File: config.mk
export PLATFORM = sky130hd
export DESIGN_NAME = ivc_gen
export DESIGN_NICKNAME = d
export VERILOG_FILES = /design/src/rtl/ivc_pkg.sv /design/src/rtl/ivc_counter.sv /design/src/rtl/ivc_ctrl.sv /design/src/rtl/ivc_outs.sv /design/src/rtl/ivc_gen.sv
export SDC_FILE = /design/constraint.sdc
export NUM_CORES = 1
export LEC_CHECK = 0
export BUFFER_PORTS_ARGS = -buffer_cell sky130_fd_sc_hd__buf_4
export CORE_MARGIN = 1
export CORE_UTILIZATION = 36
export DETAILED_ROUTE_END_ITERATION = 8
export RECOVER_POWER = 50
export SLEW_MARGIN = 10
export SYNTH_ARGS = -nofsm -noshare
export SYNTH_HDL_FRONTEND = slang
export SYNTH_SLANG_ARGS = --single-unit
export TNS_END_PERCENT = 50
File: constraint.sdc
create_clock -name clk -period 4.7 [get_ports clk]
set_clock_uncertainty 0.05 [all_clocks]
set_input_delay 0.47 -clock clk [delete_from_list [all_inputs] [get_ports clk]]
set_output_delay 0.47 -clock clk [all_outputs]
set_load 0.02 [all_outputs]
File: src/rtl/ivc_pkg.sv
package ivc_pkg;

  typedef enum logic [1:0] {
    ST_IDLE  = 2'd0,
    ST_INTEG = 2'd1,
    ST_HOLD  = 2'd2
  } ivc_state_e;

  // window length in main-clock cycles for a given gain code
  function automatic int unsigned window_cycles(input int unsigned code,
                                                input int unsigned burst);
    return code * burst;
  endfunction

endpackage

File: src/rtl/ivc_counter.sv
module ivc_counter #(
  parameter int CNT_W = 7
) (
  input  logic             clk,
  input  logic             rst_n,
  input  logic             load,
  input  logic [CNT_W-1:0] load_val,
  input  logic             run,
  output logic             win_last
);

  logic [CNT_W-1:0] remain;

  always_ff @(posedge clk) begin
    if (!rst_n) begin
      remain <= '0;
    end else if (load) begin
      remain <= load_val;
    end else if (run && (remain != '0)) begin
      remain <= remain - 1'b1;
    end
  end

  assign win_last = run && (remain == '0);

endmodule

File: src/rtl/ivc_ctrl.sv
module ivc_ctrl
  import ivc_pkg::*;
#(
  parameter int PERIOD_W = 3
) (
  input  logic                clk,
  input  logic                rst_n,
  input  logic                start,
  input  logic [PERIOD_W-1:0] gain_code,
  input  logic                win_last,
  output logic                win_start,
  output ivc_state_e          state
);

  ivc_state_e state_nx;

  assign win_start = (state == ST_IDLE) && start && (gain_code != '0);

  always_comb begin
    state_nx = state;
    unique case (state)
      ST_IDLE:  if (win_start) state_nx = ST_INTEG;
      ST_INTEG: if (win_last)  state_nx = ST_HOLD;
      ST_HOLD:                 state_nx = ST_IDLE;
      default:                 state_nx = ST_IDLE;
    endcase
  end

  always_ff @(posedge clk) begin
    if (!rst_n) state <= ST_IDLE;
    else        state <= state_nx;
  end

endmodule

File: src/rtl/ivc_outs.sv
module ivc_outs
  import ivc_pkg::*;
(
  input  ivc_state_e state,
  output logic       integ_gate,
  output logic       hold_pulse,
  output logic       hold_busy_n
);

  assign integ_gate  = (state == ST_INTEG);
  assign hold_pulse  = (state == ST_HOLD);
  assign hold_busy_n = ~(integ_gate | hold_pulse);

endmodule

File: src/rtl/ivc_gen.sv
module ivc_gen
  import ivc_pkg::*;
#(
  parameter int PERIOD_W  = 3,
  parameter int BURST_LEN = 16
) (
  input  logic                clk,
  input  logic                rst_n,
  input  logic                start,
  input  logic [PERIOD_W-1:0] gain_code,
  output logic                integ_gate,
  output logic                hold_pulse,
  output logic                hold_busy_n
);

  localparam int MAX_CODE = (1 << PERIOD_W) - 1;
  localparam int MAX_LEN  = MAX_CODE * BURST_LEN;
  localparam int CNT_W    = (MAX_LEN > 2) ? $clog2(MAX_LEN) : 1;

  ivc_state_e       state;
  logic             win_start;
  logic             win_last;
  logic [CNT_W-1:0] load_val;

  assign load_val = CNT_W'(window_cycles(32'(gain_code), 32'(BURST_LEN)) - 1);

  ivc_ctrl #(.PERIOD_W(PERIOD_W)) u_ctrl (
    .clk       (clk),
    .rst_n     (rst_n),
    .start     (start),
    .gain_code (gain_code),
    .win_last  (win_last),
    .win_start (win_start),
    .state     (state)
  );

  ivc_counter #(.CNT_W(CNT_W)) u_cnt (
    .clk      (clk),
    .rst_n    (rst_n),
    .load     (win_start),
    .load_val (load_val),
    .run      (state == ST_INTEG),
    .win_last (win_last)
  );

  ivc_outs u_outs (
    .state       (state),
    .integ_gate  (integ_gate),
    .hold_pulse  (hold_pulse),
    .hold_busy_n (hold_busy_n)
  );

endmodule

# Word level (Yosys, flattened, before mapping)
# Cells that the tools add are included.
dict set report word_totals {
  ff_bits 9
  input_bits 6
  out_inout_bits 3
  wordCells 25
}
dict set report classes {
  add_sub_neg 2
  eq_ne 4
  n_mux 5
  bitwise 2
  reduce_logical 10
}
# op n
set ops {}
lappend ops {{$mux 7} 2}
lappend ops {{$sub 7x1->7 const B} 2}
lappend ops {{$logic_not 7->1} 1}
lappend ops {{$reduce_bool 7->1} 1}
lappend ops {{$logic_and 1x1->1} 4}
lappend ops {{$mux 2} 2}
lappend ops {{$pmux 2 s2} 1}
lappend ops {{$reduce_bool 3->1} 1}
lappend ops {{$eq 2x1->1 const B} 1}
lappend ops {{$eq 2x2->1 const B} 1}
lappend ops {{$logic_not 2->1} 1}
lappend ops {{$ne 2x1->1 const B} 1}
lappend ops {{$ne 2x2->1 const B} 1}
lappend ops {{$reduce_and 2->1} 1}
lappend ops {{$reduce_bool 2->1} 1}
lappend ops {{$not 1->1} 1}
lappend ops {{$or 1x1->1} 1}

# Depth between registers and ports, before layout
# Gate-level depths: netlist (run 1).
dict set report logic_depth {
  depth_word 5
  ltp_mapped 7
  ltp_nobuf 6
}

# Hierarchy
# From an unflattened synthesis (run 1), not the netlist that was laid out.
dict set report unflattened {
  hier_cells 76
  area_unflattened_um2 618.1
}
# module n_inst cells_per_inst area_each_um2 seq_area_each_um2
set by_module_without_submodules {}
lappend by_module_without_submodules {ivc_counter 1 55 449.2 140.1}
lappend by_module_without_submodules {ivc_ctrl 1 10 93.8 40.0}
lappend by_module_without_submodules {ivc_gen 1 7 42.5 0.0}
lappend by_module_without_submodules {ivc_outs 1 4 32.5 0.0}

# Worst setup path before layout (run 1)
# Ideal clock, no wire load.
dict set report synth_timing {
  path_kind {flip-flop to flip-flop}
  from {reg u_ctrl.state[1]}
  to {reg u_cnt.remain[5]}
  setup_ns 0.122
  arrival_time_ns 1.759
  t_required_ns 4.528
  setup_slack_ns 2.769
  stages_incl_launch_ff 7
  n_path_buf 1
  period_less_slack_ns 1.931
  cell_sequence {dfxtp_1 inv_1 ha_1 buf_6 or4b_4 o21a_1 o311a_1}
}
dict set report synth_via {
  elab_cells_between_ends 7
  cone_classes {eq/ne: 1; mux: 1; reduce/logical: 5}
}
# item line_no
set synth_rtl {}
lappend synth_rtl {{from (decl)} ivc_ctrl.sv:12} ;# output ivc_state_e state
lappend synth_rtl {{from (signal assigned)} ivc_ctrl.sv:31} ;# else state <= state_nx;
lappend synth_rtl {{$eq 2x1->1} -}
lappend synth_rtl {{net integ_gate} ivc_gen.sv:11} ;# output logic integ_gate,
lappend synth_rtl {{$logic_and 1x1->1} ivc_counter.sv:19} ;# end else if (run && (remain != '0)) begin
lappend synth_rtl {{$reduce_bool 2->1 (no line)} -}
lappend synth_rtl {{to (signal assigned)} ivc_counter.sv:18} ;# remain <= load_val;
lappend synth_rtl {{to (signal assigned)} ivc_counter.sv:20} ;# remain <= remain - 1'b1;
lappend synth_rtl {{to (decl)} ivc_counter.sv:12} ;# logic [CNT_W-1:0] remain;
# The timed path passes the listed nets, and every way through them passes these cells.
# A chain may end at the register's enable or synchronous reset.

# Worst setup path after layout (run 1)
dict set report layout_timing {
  from {reg u_cnt.remain[0]}
  to {reg u_cnt.remain[1]}
}
dict set report layout_via {
  elab_chain_cells 3
  elab_cells_between_ends 6
  cone_classes {add/sub: 1; mux: 2; reduce/logical: 3}
}
# item line_no
set layout_rtl {}
lappend layout_rtl {{$sub 7x1->7 / $reduce_bool 7->1 (equally long branches)} {ivc_counter.sv:20, ivc_counter.sv:19}}
lappend layout_rtl {{$mux 7 / $logic_and 1x1->1 (equally long branches)} ivc_counter.sv:19}
lappend layout_rtl {{$mux 7 / $reduce_bool 2->1 (equally long branches)} -}
# Several ways; a longest one is shown, not always the timed one. The select of a mux whose other input is x is not followed.

==> flow_metrics.env, run 1 <==
export IMPL_irDropWorstVdd_v=0.000202
export IMPL_synth_largest_area_cell="dfxtp_1"
export IMPL_grt_pass1_wl_um=2300
export IMPL_antenna_left=0
export IMPL_totalWireLength_um=1360
export IMPL_die_w_um=44.4
export IMPL_startpoint_type="register"
export IMPL_ys_ff_latch=9
export IMPL_tightest_slew_ns=0.901
export IMPL_start_util=0.406
export IMPL_ys_flop_type="dfxtp_1"
export IMPL_timing_slew_headroom=0.391
export IMPL_drtIter0Drc=15
export IMPL_post_cts_buffers=0
export IMPL_synth_cell_type_count=32
export IMPL_p_leak_uw=0.000293
export IMPL_vias=560
export IMPL_drv_slew=0
export IMPL_synth_top_area_share=0.279
export IMPL_timing_fmax_mhz=430
export IMPL_placedCellCount=99
export IMPL_critPathCaptureType="register"
export IMPL_cts_buffers=3
export IMPL_viasPerCell=5.44
export IMPL_syn_area_um2=647
export IMPL_cts_max_level=1
export IMPL_antenna_found_initial=0
export IMPL_fp_dieH_um=44.4
export IMPL_ctsLongestPathBuffers=2
export IMPL_layout_cells_non_filler=103
export IMPL_hold_viol_final=0
export IMPL_synth_area_per_cell_um2=9.37
export IMPL_grt_overflow=0
export IMPL_tns_ns=0
export IMPL_gp_congestion=0.858
export IMPL_place_area_um2=722
export IMPL_status="finished clean"
export IMPL_area_growth_pct=13.5
export IMPL_post_route_period_util=0.495
export IMPL_finalCriticalPeriod_ns=2.32
export IMPL_yosysWarnings=0
export IMPL_clock_root_buffer="clkbuf_4"
export IMPL_antennaDiodeCount=0
export IMPL_finalSetupViolCount=0
export IMPL_pin_count=9
export IMPL_rows=14
export IMPL_final_layout_size_suffix_gt1_frac=0.190
export IMPL_worst_path_max_fanout=5
export IMPL_hpwl_um=983
export IMPL_finalInstanceArea_um2=734
export IMPL_final_nets=92
export IMPL_coreArea_um2=1590
export IMPL_postCtsHoldBufs=0
export IMPL_required_ns=4.81
export IMPL_ys_top_cells_by_area="dfxtp_1 (28%), ha_1 (12%), inv_1 (5.8%), a2111oi_4 (4.3%), or4b_4 (4.3%)"
export IMPL_grt_util_all_layers=0.167
export IMPL_rsz0062_at_grt="false"
export IMPL_synth_most_common_cell="inv_1"
export IMPL_synth_edf_count=0
export IMPL_hp_class="in2reg"
export IMPL_grt_max_degree=12
export IMPL_clkLatencyLatePin_ns=0.27
export IMPL_port_buffers=8
export IMPL_cap_violations=0
export IMPL_first_pass_iters=4
export IMPL_syn_inst=69
export IMPL_cts_sinks=9
export IMPL_cp_arrival_ns=2.43
export IMPL_wl_per_cell_um=13.2
export IMPL_syn_nets=81
export IMPL_dieArea_um2=1970
export IMPL_async_reset_ff_frac=0
export IMPL_cts_repair_resize_count=0
export IMPL_cts_tree="built"
export IMPL_ys_seq_area_frac=0.279
export IMPL_grt_pass1_vias=500
export IMPL_synth_common_cells="inv_1 (10), dfxtp_1 (9), ha_1 (6)"
export IMPL_drc=0
export IMPL_worstSetupPathType="reg2reg"
export IMPL_clk_pin_slew_worst_paths_ns=0.06
export IMPL_powerDensity_nw_per_um2=484
==> power by group <==
group	internal [uW]	switching, uW	total, uW
clock	32.9	29.3	62.2
sequential	96.7	22.4	119
combinational	72.8	101	174
total	202	153	355
==> cells by family after synthesis <==
| family | synth area share |
|---|---|
| compound gates | 0.327 |
| buf+inv | 0.0812 |
| flops | 0.279 |
| simple gates | 0.197 |
| fa+ha+maj | 0.116 |
==> routing by layer <==
layer / share of wire / track usage / vias up
li1: - / - / 284
met1: 0.48 / 0.220 / 254
met2: 0.45 / 0.232 / 20
met3: 0.060 / 0.0735 / 2
met4: 0.0074 / 0.0727 / 0
met5: 0 / 0 / -
==> critical path, cell delays in order, from the launching register on <==
cell	delay, ns
dfxtp_1	0.34
inv_1	0.10
ha_1	0.29
nor4b_1	0.77
a21boi_0	0.28
o311a_1	0.39
==> sequential cells by signal (all words and copies together) (netlist names) <==
register and cells:
u_cnt.remain 7, u_ctrl.state 2
==> cell type report <==
class                      count  area, um^2
multi-input combinational     48         408
timing repair buffer           8        52.6
fill                         156         860
tap                           24        30.0
sequential                     9         180
clock buffer                   4        26.3
inverter                      10        37.5
==> path summary, 6_finish.rpt <==
check                  start         endpoint  slack [ns]  depth (start not counted)
max reg2reg  u_cnt.remain[0]  u_cnt.remain[1]        2.38                          5
min reg2reg  u_ctrl.state[1]  u_ctrl.state[1]        0.48                          2
min             gain_code[0]  u_cnt.remain[4]        0.36                          2
max          u_cnt.remain[0]  u_cnt.remain[1]        2.38                          5
==> stage by stage <==
step	hold WS [ns]	setup WS, ns	power [uW]	util
after detailed placement	0.480	2.76	299	0.453
after global routing	0.352	2.31	385	0.461
after CTS	0.352	2.76	365	0.469
after floorplan	0.446	2.77	261	-
final	0.356	2.38	355	0.461
after global placement	0.468	2.76	302	0.453
==> cells in the final DEF, fill, tap and decap left out, drive strengths merged, types with 2 or more instances in the layout <==
master  instances
dfxtp           9
o31ai           2
o311a           2
o21a            2
or2             2
inv            10
ha              6
nor2            2
buf             6
a211o           3
clkbuf          6
or4b            2
nand2           5
a21oi           4
a211oi          2
Power figures use the tool's default switching activity.
==> run 2, diff against run 1 <==
Clock period 4.7 ns to 2.08 ns, I/O delays scaled along.
==> run 2 against run 1 <==
  * Non-clock buffer count is 2 higher
  * Sequential power is 130% higher
  * Global-route usage shrank 0.62 points
  * Power grew 130%
  * Critical endpoint is now u_ctrl.state[1]
  * Sequential cell count is the same
  * Critical path depth stayed put
  * Design area rose by 2.4%
  * Clock power grew 130%
  * Largest power group unchanged
  * Sequential share of layout area fell by 0.57 points
==> flow_metrics.env, run 2 (synthesized netlist as in run 1, its figures left out) <==
export IMPL_drtIter0Drc=18
export IMPL_grt_pass1_vias=505
export IMPL_dieArea_um2=1970
export IMPL_path_buf_inv=1
export IMPL_gp_congestion=0.779
export IMPL_wl_per_cell_um=12.7
export IMPL_fp_dieH_um=44.4
export IMPL_largest_reg_flops=7
export IMPL_worstSetupPathType="reg2reg"
export IMPL_cp_arrival_ns=1.94
export IMPL_cts_repair_resize_count=0
export IMPL_port_buffers=8
export IMPL_die_w_um=44.4
export IMPL_grt_overflow=0
export IMPL_timing_fmax_mhz=557
export IMPL_irDropWorstVdd_v=0.000533
export IMPL_antennaDiodeCount=0
export IMPL_postCtsHoldBufs=0
export IMPL_hold_ws_ns=0.0935
export IMPL_post_cts_buffers=0
export IMPL_crit_slowest_cell="or4b_4"
export IMPL_clk_pin_slew_worst_paths_ns=0.07
export IMPL_grt_pass1_wl_um=2230
export IMPL_multi_input_area_um2=414
export IMPL_hold_viol_final=0
export IMPL_cts_sinks=9
export IMPL_grt_max_degree=11
export IMPL_viasPerCell=5.37
export IMPL_path_cells="inv_1 -> ha_1 -> or4b_4 -> a211o_1 -> a211oi_2"
export IMPL_area_growth_pct=16.2
export IMPL_cap_violations=0
export IMPL_cts_max_level=1
export IMPL_clkLatencyLatePin_ns=0.26
export IMPL_timing_slew_headroom=0.713
export IMPL_drv_slew=0
export IMPL_tns_ns=0
export IMPL_drc=0
export IMPL_hpwl_um=1040
export IMPL_rsz0062_at_grt="false"
export IMPL_status="finished clean"
export IMPL_post_route_period_util=0.864
export IMPL_critical_path_top_delay_family="simple AND/OR/NAND/NOR gates"
export IMPL_totalWireLength_um=1330
export IMPL_fillers=154
export IMPL_powerDensity_nw_per_um2=1090
export IMPL_required_ns=2.22
export IMPL_final_nets=94
export IMPL_cts_tree="built"
export IMPL_layout_commonest_cell="inv_1"
export IMPL_clock_root_buffer="clkbuf_4"
export IMPL_cts_buffers=3
export IMPL_rows=14
export IMPL_finalSetupViolCount=0
export IMPL_critPathCaptureType="register"
export IMPL_finalCriticalPeriod_ns=1.80
export IMPL_tightest_slew_ns=0.429
export IMPL_worst_path_max_fanout=5
export IMPL_vias=564
export IMPL_ctsLongestPathBuffers=2
export IMPL_antenna_found_initial=0
export IMPL_layout_cells_non_filler=105
export IMPL_startpoint_type="register"
export IMPL_hp_class="in2reg"
export IMPL_p_leak_uw=0.000303
export IMPL_regMostFlops="u_cnt.remain"
export IMPL_layout_common_cells="inv_1 (10), dfxtp_1 (9), buf_4 (7), ha_1 (6), nand2_1 (5)"
export IMPL_start_util=0.406
export IMPL_top_regs="u_cnt.remain (7), u_ctrl.state (2)"
export IMPL_pin_count=9
export IMPL_placedCellCount=101
export IMPL_grt_util_all_layers=0.160
export IMPL_antenna_left=0
export IMPL_first_pass_iters=4
export IMPL_seqCellArea_um2=180
export IMPL_final_layout_size_suffix_gt1_frac=0.210
export IMPL_coreArea_um2=1590
export IMPL_critical_path_max_stage_delay_ns=0.52
-- run 2: cell count changes in the layout (fill, tap and decap cells not counted) --
cell,previous run,this run
nor4b_2,0,1
nor4b_1,1,0
clkbuf_1,3,4
buf_4,6,7
a21boi_0,1,0
a21boi_1,0,1
-- run 2: area by class of cell --
class	count	share of cell area
Multi-Input combinational cell	48	0.551
Sequential cell	9	0.240
Timing Repair Buffer	10	0.0849
Inverter	10	0.0499
Tap cell	24	0.0399
Clock buffer	4	0.0349
-- run 2: metal layers --
metal,share of wire,vias up,track usage
met4,0.026,0,0.109
met1,0.48,258,0.205
met3,0.046,4,0.0286
met5,0,-,0
met2,0.45,16,0.244
li1,-,286,-
-- run 2: through the flow --
step | total power [uW] | utilization | area [um^2] | setup slack, ns
after floorplan | 590 | - | 647 | 0.149
after global placement | 697 | 0.462 | 737 | 0.346
after detailed placement | 696 | 0.462 | 737 | 0.287
after CTS | 840 | 0.479 | 763 | 0.274
after global routing | 884 | 0.472 | 752 | 0.197
final | 823 | 0.472 | 752 | 0.284
-- run 2: worst register-to-register path, cell delays in order (launching register included) --
cell and delay (ns):
dfxtp_1 0.33, inv_1 0.09, ha_1 0.28, or4b_4 0.52, a211o_1 0.25, a211oi_2 0.21
-- run 2: path summary, 6_finish.rpt --
check                       start         endpoint  slack (ns)  cells past startpoint
hold / removal       gain_code[0]  u_cnt.remain[4]        0.09                      2
setup reg to reg  u_cnt.remain[0]  u_ctrl.state[1]        0.28                      5
setup / recovery  u_cnt.remain[0]  u_ctrl.state[1]        0.28                      5
hold reg to reg   u_ctrl.state[1]  u_ctrl.state[1]        0.50                      2
-- run 2: report_power, final --
part	switching (uW)	internal, uW	total (uW)
sequential	51.9	219	270
combinational	231	179	410
clock	68.0	74.2	142
